--- config.mk ---
export PLATFORM = sky130hd
export DESIGN_NAME = apb_tmr_bank
export DESIGN_NICKNAME = d
export VERILOG_FILES = /design/src/rtl/apbtmr_pkg.sv /design/src/rtl/tmr_addr_decode.sv /design/src/rtl/tmr_channel.sv /design/src/rtl/apb_tmr_bank.sv
export SDC_FILE = /design/constraint.sdc
export NUM_CORES = 1
export LEC_CHECK = 0
export BUFFER_PORTS_ARGS = -buffer_cell sky130_fd_sc_hd__buf_4
export CAP_MARGIN = 15
export CORE_MARGIN = 8
export CORE_UTILIZATION = 45
export CTS_CLUSTER_DIAMETER = 200
export DETAILED_ROUTE_END_ITERATION = 16
export HOLD_SLACK_MARGIN = 0.1
export PLACE_DENSITY_LB_ADDON = 0.3
export SYNTH_ARGS = -nofsm -noshare
export SYNTH_HDL_FRONTEND = slang
export SYNTH_SLANG_ARGS = --single-unit
--- constraint.sdc ---
create_clock -name pclk -period 3.3 [get_ports pclk]
set_clock_uncertainty 0.1 [all_clocks]
set_input_delay 0 -clock pclk [delete_from_list [all_inputs] [get_ports pclk]]
set_output_delay 0 -clock pclk [all_outputs]
set_load 0.02 [all_outputs]
--- src/rtl/apbtmr_pkg.sv ---
// Package: shared register map constants and the decoded-field type for the
// timer bank. Assumes word-aligned byte addresses on an 8-bit address bus.
package apbtmr_pkg;

    localparam int CH_STRIDE = 20;   // bytes per channel window
    localparam int MAX_CH    = 8;

    // offsets inside a channel window
    localparam int OFS_RELOAD = 0;
    localparam int OFS_COUNT  = 4;
    localparam int OFS_CTRL   = 8;
    localparam int OFS_ACK    = 12;
    localparam int OFS_STAT   = 16;

    // shared window
    localparam int ADR_ALL_STAT = 'hA0;
    localparam int ADR_ALL_ACK  = 'hA4;
    localparam int ADR_ALL_RAW  = 'hA8;
    localparam int ADR_IDENT    = 'hAC;

    // control word bit positions
    localparam int CB_EN   = 0;
    localparam int CB_PER  = 1;
    localparam int CB_MASK = 2;

    typedef enum logic [3:0] {
        FLD_NONE,
        FLD_RELOAD,
        FLD_COUNT,
        FLD_CTRL,
        FLD_ACK,
        FLD_STAT,
        FLD_ALL_STAT,
        FLD_ALL_ACK,
        FLD_ALL_RAW,
        FLD_IDENT
    } fld_e;

endpackage

--- src/rtl/tmr_addr_decode.sv ---
// Module: tmr_addr_decode
// Maps a byte address to a one-hot channel hit and a register field.
// Assumes NUM_CH*CH_STRIDE fits below the shared window; misaligned
// addresses and holes decode to FLD_NONE.
module tmr_addr_decode
    import apbtmr_pkg::*;
#(
    parameter int NUM_CH = 4,
    parameter int ADDR_W = 8
) (
    input  logic [ADDR_W-1:0] addr,
    output logic [NUM_CH-1:0] ch_hit,
    output fld_e              fld
);

    // Decode: per-channel window compare, then the shared block.
    always_comb begin
        ch_hit = '0;
        fld    = FLD_NONE;
        if (addr[1:0] == 2'b00) begin
            for (int n = 0; n < NUM_CH; n++) begin
                if (addr >= ADDR_W'(n * CH_STRIDE) &&
                    addr <  ADDR_W'(n * CH_STRIDE + CH_STRIDE)) begin
                    ch_hit[n] = 1'b1;
                    case (int'(addr - ADDR_W'(n * CH_STRIDE)))
                        OFS_RELOAD: fld = FLD_RELOAD;
                        OFS_COUNT:  fld = FLD_COUNT;
                        OFS_CTRL:   fld = FLD_CTRL;
                        OFS_ACK:    fld = FLD_ACK;
                        default:    fld = FLD_STAT;
                    endcase
                end
            end
            case (int'(addr))
                ADR_ALL_STAT: fld = FLD_ALL_STAT;
                ADR_ALL_ACK:  fld = FLD_ALL_ACK;
                ADR_ALL_RAW:  fld = FLD_ALL_RAW;
                ADR_IDENT:    fld = FLD_IDENT;
                default: ;
            endcase
        end
    end

endmodule

--- src/rtl/tmr_channel.sv ---
// Module: tmr_channel
// One down-counter with reload register, control word and raw pending flag.
// Assumes the reload value is only changed while the channel is disabled;
// a wrap and a clear in the same cycle leave the flag set.
module tmr_channel
    import apbtmr_pkg::*;
#(
    parameter int CNT_W = 32
) (
    input  logic             clk,
    input  logic             rst_n,
    input  logic             wr_reload,
    input  logic             wr_ctrl,
    input  logic [CNT_W-1:0] wdata,
    input  logic             clr,
    output logic [CNT_W-1:0] reload_q,
    output logic [CNT_W-1:0] count_q,
    output logic [2:0]       ctrl_q,
    output logic             raw_q,
    output logic             wrap
);

    logic en_d;   // enable as seen one clock earlier

    // Wrap: an enabled, already-started counter stepping past zero.
    always_comb wrap = ctrl_q[CB_EN] && en_d && (count_q == '0);

    // Registers: bus writes, start load, count/reload, pending flag.
    always_ff @(posedge clk) begin
        if (!rst_n) begin
            reload_q <= '0;
            count_q  <= '0;
            ctrl_q   <= '0;
            raw_q    <= 1'b0;
            en_d     <= 1'b0;
        end else begin
            if (wr_reload) reload_q <= wdata;
            if (wr_ctrl)   ctrl_q   <= wdata[2:0];
            en_d <= ctrl_q[CB_EN];
            if (ctrl_q[CB_EN] && !en_d)
                count_q <= reload_q;
            else if (ctrl_q[CB_EN])
                count_q <= wrap ? (ctrl_q[CB_PER] ? reload_q : '1) : count_q - 1'b1;
            if (wrap)     raw_q <= 1'b1;
            else if (clr) raw_q <= 1'b0;
        end
    end

    a_r3_start_load: assert property (@(posedge clk) disable iff (!rst_n)
        (ctrl_q[CB_EN] && !en_d) |=> (count_q == $past(reload_q)));

    a_r3_step_down: assert property (@(posedge clk) disable iff (!rst_n)
        (ctrl_q[CB_EN] && en_d && count_q != '0) |=> (count_q == $past(count_q) - 1'b1));

    a_r4_hold: assert property (@(posedge clk) disable iff (!rst_n)
        !ctrl_q[CB_EN] |=> $stable(count_q));

    a_r5_free_reload: assert property (@(posedge clk) disable iff (!rst_n)
        (ctrl_q[CB_EN] && en_d && count_q == '0 && !ctrl_q[CB_PER]) |=> (count_q == '1));

    a_r6_per_reload: assert property (@(posedge clk) disable iff (!rst_n)
        (ctrl_q[CB_EN] && en_d && count_q == '0 && ctrl_q[CB_PER]) |=> (count_q == $past(reload_q)));

    a_r7_wrap_sets: assert property (@(posedge clk) disable iff (!rst_n)
        wrap |=> raw_q);

    a_r9_clear: assert property (@(posedge clk) disable iff (!rst_n)
        (clr && !wrap) |=> !raw_q);

endmodule

--- src/rtl/apb_tmr_bank.sv ---
// Module: apb_tmr_bank (top)
// APB slave over NUM_CH timer channels: decodes accesses, steers writes and
// clear-on-read acknowledges, muxes read data. Single clock, no wait states.
module apb_tmr_bank
    import apbtmr_pkg::*;
#(
    parameter int          NUM_CH  = 4,
    parameter int          CNT_W   = 32,
    parameter logic [31:0] VERSION = 32'h0001_0200
) (
    input  logic              pclk,
    input  logic              presetn,
    input  logic              psel,
    input  logic              penable,
    input  logic              pwrite,
    input  logic [7:0]        paddr,
    input  logic [31:0]       pwdata,
    output logic [31:0]       prdata,
    output logic              pready,
    output logic              pslverr,
    output logic [NUM_CH-1:0] irq_o
);

    localparam int ADDR_W = 8;

    logic [NUM_CH-1:0] ch_hit;
    fld_e              fld;
    logic              acc_wr, acc_rd, rd_all_ack;
    logic [31:0]       rdata;

    logic [CNT_W-1:0]  reload_a [NUM_CH];
    logic [CNT_W-1:0]  count_a  [NUM_CH];
    logic [2:0]        ctrl_a   [NUM_CH];
    logic [NUM_CH-1:0] raw_v, wrap_v, stat_v;

    tmr_addr_decode #(.NUM_CH(NUM_CH), .ADDR_W(ADDR_W)) u_dec (
        .addr   (paddr),
        .ch_hit (ch_hit),
        .fld    (fld)
    );

    // Access-phase strobes.
    always_comb begin
        acc_wr     = psel && penable && pwrite;
        acc_rd     = psel && penable && !pwrite;
        rd_all_ack = acc_rd && (fld == FLD_ALL_ACK);
    end

    for (genvar n = 0; n < NUM_CH; n++) begin : g_ch
        tmr_channel #(.CNT_W(CNT_W)) u_ch (
            .clk       (pclk),
            .rst_n     (presetn),
            .wr_reload (acc_wr && ch_hit[n] && fld == FLD_RELOAD),
            .wr_ctrl   (acc_wr && ch_hit[n] && fld == FLD_CTRL),
            .wdata     (pwdata[CNT_W-1:0]),
            .clr       (rd_all_ack || (acc_rd && ch_hit[n] && fld == FLD_ACK)),
            .reload_q  (reload_a[n]),
            .count_q   (count_a[n]),
            .ctrl_q    (ctrl_a[n]),
            .raw_q     (raw_v[n]),
            .wrap      (wrap_v[n])
        );
        // Masked status per channel drives the interrupt line.
        always_comb stat_v[n] = raw_v[n] && !ctrl_a[n][CB_MASK];
    end

    always_comb irq_o = stat_v;

    // Read mux: channel fields, then shared fields; zero elsewhere.
    always_comb begin
        rdata = '0;
        for (int n = 0; n < NUM_CH; n++) begin
            if (ch_hit[n]) begin
                case (fld)
                    FLD_RELOAD: rdata = 32'(reload_a[n]);
                    FLD_COUNT:  rdata = 32'(count_a[n]);
                    FLD_CTRL:   rdata = 32'(ctrl_a[n]);
                    FLD_STAT:   rdata = 32'(stat_v[n]);
                    default: ;
                endcase
            end
        end
        case (fld)
            FLD_ALL_STAT: rdata = 32'(stat_v);
            FLD_ALL_RAW:  rdata = 32'(raw_v);
            FLD_IDENT:    rdata = VERSION;
            default: ;
        endcase
    end

    // Bus outputs.
    always_comb begin
        prdata  = (psel && !pwrite) ? rdata : 32'd0;
        pready  = 1'b1;
        pslverr = 1'b0;
    end

    a_r10_all_clear: assert property (@(posedge pclk) disable iff (!presetn)
        (rd_all_ack && wrap_v == '0) |=> (raw_v == '0));

    a_r8_irq_needs_raw: assert property (@(posedge pclk) disable iff (!presetn)
        $rose(irq_o[0]) |-> raw_v[0]);

endmodule

== Yosys cells after proc, flatten, opt, wreduce, memory -nomap -nowiden ==
Index checks and enable logic that the tools add are counted.

* Add/subtract/negate cells: 7
* Magnitude comparators: 8
* Reductions and logical operators: 75
* Muxes and demuxes: 49
* Equal/unequal tests: 25

{| class="wikitable"
|+ Operators with widths
! kind !! count
|-
| $mux 32 || 21
|-
| $pmux 32 s4 || 4
|-
| $logic_not 32->1 || 8
|-
| $eq 32x4->1 const B || 6
|-
| $sub 32x1->32 const B || 4
|-
| $eq 32x3->1 const B || 3
|-
| $pmux 32 s3 || 1
|-
| $pmux 3 s4 || 4
|-
| $logic_and 1x1->1 || 45
|-
| $eq 8x8->1 const B || 4
|-
| $mux 4 || 6
|-
| $sub 8x6->9 const B || 2
|-
| $eq 4x3->1 const B || 4
|-
| $eq 8x4->1 const B || 2
|-
| $ge 8x6->1 const B || 2
|-
| $lt 8x6->1 const B || 2
|-
| $pmux 4 s4 || 1
|-
| $reduce_bool 2->1 || 8
|-
| $mux 1 || 12
|-
| $logic_not 1->1 || 9
|-
| $sub 8x5->9 const B || 1
|-
| $eq 4x2->1 const B || 2
|-
| $eq 4x4->1 const B || 2
|-
| $eq 8x3->1 const B || 1
|-
| 7 further kinds || 10
|}

* Logic and storage cells: 184
* Register bits after elaboration: 276
* Output and inout port bits: 38

== Longest topological paths before layout ==
* Depth after elaboration: 19
* Gate-level depth with buffers: 17
* Mapped depth without buffers: 12

== By module ==
Synthesis repeated with hierarchy kept, for this count alone.

* Cells, all modules: 2,417
* Area total of the unflattened synthesis: 19,088.3 µm²

{| class="wikitable"
|+ By module, submodules not included
! module !! sequential area each (µm²) !! instances !! cells an instance !! area an instance (µm²)
|-
| tmr_channel || 1,381.3 || 4 || 455 || 3,851.2
|-
| apb_tmr_bank || 0.0 || 1 || 499 || 2,992.9
|-
| tmr_addr_decode || 0.0 || 1 || 98 || 690.7
|}

== Worst setup path after synthesis ==
Ideal clock, no wire load.

* Path kind: input -> output
* Start point: input port paddr[3]
* End point: output port prdata[3]
* Buffers on the path: 2
* Arrival: 3.343 ns
* Stages: 14
* Setup slack: -0.143 ns
* Path through: clkbuf_1 > buf_2 > inv_1 > ha_1 > a211o_1 > a31oi_1 > o21ai_0 > mux2_2 > o21ai_0 > nor2_1 > nor3_2 > a221oi_1 > or3_1 > a221oi_1

* Cells in the longest elaborated chain, start to end: 19

{| class="wikitable"
|+ Ends and longest elaborated chain
! what !! line !! RTL
|-
| from (decl) || apb_tmr_bank.sv:16 || <nowiki>input logic [7:0] paddr,</nowiki>
|-
| $sub 8x5->9 (tied with other cells) || tmr_addr_decode.sv:25 || <nowiki>case (int'(addr - ADDR_W'(n * CH_STRIDE)))</nowiki>
|-
| $eq 32x4->1 (tied with other cells) || tmr_addr_decode.sv:25 ||
|-
| $pmux 3 s4 or $mux 4 (tied branches) || tmr_addr_decode.sv:25, tmr_addr_decode.sv:22 ||
|-
| $mux 4 (3 in a row) || tmr_addr_decode.sv:22 || <nowiki>if (addr >= ADDR_W'(n * CH_STRIDE) &&</nowiki>
|-
| $pmux 4 s4 || tmr_addr_decode.sv:34 || <nowiki>case (int'(addr))</nowiki>
|-
| $mux 4 || tmr_addr_decode.sv:20 || <nowiki>if (addr[1:0] == 2'b00) begin</nowiki>
|-
| $eq 4x3->1 (tied with other cells) || apb_tmr_bank.sv:74 || <nowiki>case (fld)</nowiki>
|-
| $pmux 32 s4 || apb_tmr_bank.sv:74 ||
|-
| $mux 32 || apb_tmr_bank.sv:73 || <nowiki>if (ch_hit[n]) begin</nowiki>
|-
| $pmux 32 s4 || apb_tmr_bank.sv:74 ||
|-
| $mux 32 || apb_tmr_bank.sv:73 ||
|-
| $pmux 32 s4 || apb_tmr_bank.sv:74 ||
|-
| $mux 32 || apb_tmr_bank.sv:73 ||
|-
| $pmux 32 s4 || apb_tmr_bank.sv:74 ||
|-
| $mux 32 || apb_tmr_bank.sv:73 ||
|-
| $pmux 32 s3 * || apb_tmr_bank.sv:83 || <nowiki>case (fld)</nowiki>
|-
| $mux 32 * || apb_tmr_bank.sv:93 || <nowiki>prdata = (psel && !pwrite) ? rdata : 32'd0;</nowiki>
|-
| to (decl) || apb_tmr_bank.sv:18 || <nowiki>output logic [31:0] prdata,</nowiki>
|}

Every way passes the cells marked *; elsewhere a longest branch is shown, timed or not.

== Worst setup path after layout ==
* Start point: register g_ch[3].u_ch.count_q[1]
* End point: register g_ch[3].u_ch.count_q[26]

* Cells in the longest elaborated chain, start to end: 5

{| class="wikitable"
|+ Ends and longest elaborated chain
! what !! line !! RTL
|-
| from (decl) || tmr_channel.sv:17 || <nowiki>output logic [CNT_W-1:0] count_q,</nowiki>
|-
| from (signal assigned) || tmr_channel.sv:41 || <nowiki>count_q <= reload_q;</nowiki>
|-
| from (signal assigned) || tmr_channel.sv:43 || <nowiki>count_q <= wrap ? (ctrl_q[CB_PER] ? reload_q : '1) : count_q - 1'b1;</nowiki>
|-
| branches (longest 2 deep; another with $sub 32x1->32) || n/a ||
|-
| $mux 32 * || tmr_channel.sv:43 ||
|-
| $mux 32 * || tmr_channel.sv:42 || <nowiki>else if (ctrl_q[CB_EN])</nowiki>
|-
| $mux 32 * || tmr_channel.sv:40 || <nowiki>if (ctrl_q[CB_EN] && !en_d)</nowiki>
|}

Every way passes the cells marked *. The select of a mux whose other input is x is not followed.
A chain may end at the register's enable or synchronous reset.

==> results.yml <==
cts:
  clock_latency_ns: 0.60
  cts_buffers: 31
  tritoncts: "yes"
  clk_pin_slew_ns: 0.06
  htreeDepth: 1
  cts_sinks: 276
  clk_path_buf_depth: 3
  root_buffer: "clkbuf_16"
global_routing:
  antenna_found_initial: 0
  gr-usage-all-layers: 0.279
  first_global_vias: 17010
  grt_max_degree: 95
  grt_pass1_wl_um: 99200
  gr-total-overflow: 0
pwr:
  comb_power_share: 0.066
  seq_power_share: 0.439
  vdd_drop_max_mv: 0.407
  power.share.switching: 0.238
  powerDensity_mw_per_mm2: 363
  power_frac_clock: 0.495
  p_int_mw: 5.79
  p_switching_mw: 1.81
  power.leakage_nw: 7.62
drt:
  wirelength_um: 64100
  avgRoutedWirePerCell_um: 22.9
  vias: 17914
  vias_per_cell: 6.40
  drt_first_pass_iters: 5
  drt_iter0_markers: 2146
  antenna_left: 0
  drc_errors: 0
cells_and_area:
  fin_cells: 2800
  fill_cells: 3318
  drive_above_1_share: 0.194
  diodes: 0
  nets: 2360
  finalInstanceArea_mm2: 0.0209
  syn_to_final_growth_pct: 24.8
  final_util: 0.571
worst_setup_path:
  r2r-end: "g_ch[3].u_ch.count_q[26]"
  r2r_cells: 11
  slowest_stage: "or3b_2"
  setup.worst_path.class: "register to register"
  worstSetupStartpointType: "register"
  path_cells: "inv_1, ha_1, or3b_2, or4_4, or2_1, nand3b_1, or4_4, or3_1, a21oi_1, o21ai_0, a21oi_1"
  cp_data_required_time_ns: 3.71
  critPathMaxStageDelay_ns: 0.47
  regToRegStartpoint: "g_ch[3].u_ch.count_q[1]"
  rrSetupSlack_ns: 0.07
  end_kind: "register"
  cp.arrival_ns: 3.64
  cp_max_fo: 3
place:
  gp_congestion: 0.952
  dp_hpwl_um: 44800
  placement.cell_area_mm2: 0.0190
  io_buffers: 80
  placed_cells: 2692
yosys:
  synth-xor-area-share: 0.0214
  yosysSeqAreaShare: 0.329
  synth_top_family_by_area: "compound AO/OA/AOI/OAI gates"
  synth_edf_count: 0
  synth_compound_area_frac: 0.281
  synthAdderAreaFrac: 0.00596
  synth_async_sr_flop_share: 0
  synth_ff_type: "dfxtp_1"
  synthMuxAreaShare: 0.0727
  synth.most_common_cell: "dfxtp_1"
  yosysWarnings: 0
  synth_top_area_share: 0.329
  syn_inst: 2141
  syn_area_mm2: 0.0168
  avgSynthCellArea_um2: 7.84
  synth_seq_cells: 276
  synthTopCellsByCount: "dfxtp_1 (276), nor2_1 (212), nand2_1 (203)"
  synthSimpleGateAreaFrac: 0.236
  ys_types: 84
  synth.area.top_cells: "dfxtp_1 (33%), mux2i_1 (6.7%), nor2_1 (4.7%)"
  synth_fp_nets: 2194
  yosysTopAreaCell: "dfxtp_1"
timing:
  rsz0062_at_grt: "yes"
  min_period_ns: 3.23
  fmax_mhz: 310
  worst_slew_margin_rel: 0.321
  tightest_slew_ns: 1.02
  final-setup-viol-count: 0
  drv_slew: 0
  hold_viol: 0
  timing.final.crit_share: 0.978
floorplan:
  fp-row-count: 70
  dieArea_mm2: 0.0437
  coreArea_mm2: 0.0367
  die_x_um: 209
  initial_utilization: 0.457
  io-pin-count: 83
  fp.dieH_um: 209
run:
  drv_cap: 0
outcome:
  status: "complete, no violations"
hold_path:
  hold_depth: 6
  whs_endpoint: "g_ch[0].u_ch.ctrl_q[0]"
  hold_path_startpoint: "paddr[7]"
  hold_class: "primary input to register"
==> cells by family after synthesis <==
family	count (synthesis)
AOI/OAI and AO/OA	685
xor gates and xnor gates	41
adders and majority gates	8
buffers and inverters	217
DFF	276
muxes	121
other	2
and+or+nand+nor	791
==> critical path: cells and delay by family (launching register included) <==
family	cells	cell delay [ns]
DFF	1	0.31
adders and majority gates	1	0.16
buffers and inverters	1	0.08
AOI/OAI and AO/OA	3	0.36
and+or+nand+nor	6	2.17
==> repair_timing <==
action	4_1_cts	5_1_grt
pin swaps	1	18
cloned	0	2
hold buffers	34	0
gates resized for setup	5	77
hold endpoints to repair	209	0
buffers inserted	1	13
setup endpoints to repair	6	153
==> worst max path at each step <==
stage,to,depth (start not counted),from,slack [ns]
3_5_place_dp,g_ch[3].u_ch.count_q[1],12,g_ch[3].u_ch.count_q[0],-0.14
6_report,g_ch[3].u_ch.count_q[26],11,g_ch[3].u_ch.count_q[1],0.07
2_1_floorplan,prdata[8],16,paddr[3],-0.07
3_3_place_gp,g_ch[3].u_ch.count_q[1],12,g_ch[3].u_ch.count_q[0],-0.02
4_1_cts,g_ch[0].u_ch.count_q[15],17,g_ch[0].u_ch.count_q[0],0.01
5_1_grt,g_ch[3].u_ch.count_q[26],11,g_ch[3].u_ch.count_q[1],-0.07
==> flip-flops by register name, summed over array words and instances (netlist names) <==
signal and count:
g_ch.u_ch.count_q 128, g_ch.u_ch.ctrl_q 12, g_ch.u_ch.en_d 4, g_ch.u_ch.raw_q 4
g_ch.u_ch.reload_q 128
==> placed cells by master (no fill, tap or decap), types with 8 or more instances in the layout <==
master           n
clkbuf_16       32
nor2_1         180
nand2_1        202
nand3_1         45
o21a_1          20
or3_1           31
xnor2_1         12
nor2_4          14
o22a_1          25
o21ai_0        121
a21boi_0        91
clkinv_2        11
nor3_1          33
o221ai_1        38
and2_1           8
dlygate4sd3_1   34
buf_12          23
nor2_2          20
o22ai_1         32
xor2_1          29
buf_4          240
a22oi_1         55
nand2b_1        19
or3_4            8
nor2b_1        125
o32ai_1         13
nand4_1         13
dfxtp_1        272
a21oi_1        133
mux2i_1        113
inv_1           39
a221oi_1        59
a22o_1          10
nor4_1          17
==> metrics by stage <==
step	power, mW	worst slack [ns]	TNS (ns)	hold slack, ns
2_1_floorplan	3.63	-0.0688	-0.203	0.0449
3_3_place_gp	3.84	-0.0167	-0.0167	0.202
3_5_place_dp	3.84	-0.142	-0.155	0.208
4_1_cts	7.59	0.0120	0	0.140
5_1_grt	7.78	-0.0701	-0.157	0.141
6_report	7.60	0.0719	0	0.0884
==> power groups by stage <==
stage	Combinational, mW	Clock [mW]	Sequential, mW
finish	0.500	3.76	3.33
global route	0.521	3.93	3.33
CTS	0.464	3.80	3.33
detailed placement	0.429	0	3.41
global placement	0.432	0	3.41
floorplan	0.223	0	3.41
==> layer usage <==
layer	vias to the layer above	global-route usage	wire length, µm
met5	-	0	0
li1	8152	-	-
met4	0	0.101	2280
met3	141	0.0543	5900
met2	953	0.430	28300
met1	8668	0.382	27600
==> layout make-up <==
type / count / area, µm² / area share
Clock buffer: 40 / 870 / 0.0415
Inverter: 43 / 161 / 0.00771
Sequential cell: 276 / 5530 / 0.264
Timing Repair Buffer: 307 / 2740 / 0.131
Tap cell: 468 / 586 / 0.0280
Multi-Input combinational cell: 1648 / 10800 / 0.517
Clock inverter: 18 / 234 / 0.0112
Power figures use the tool's default switching activity.
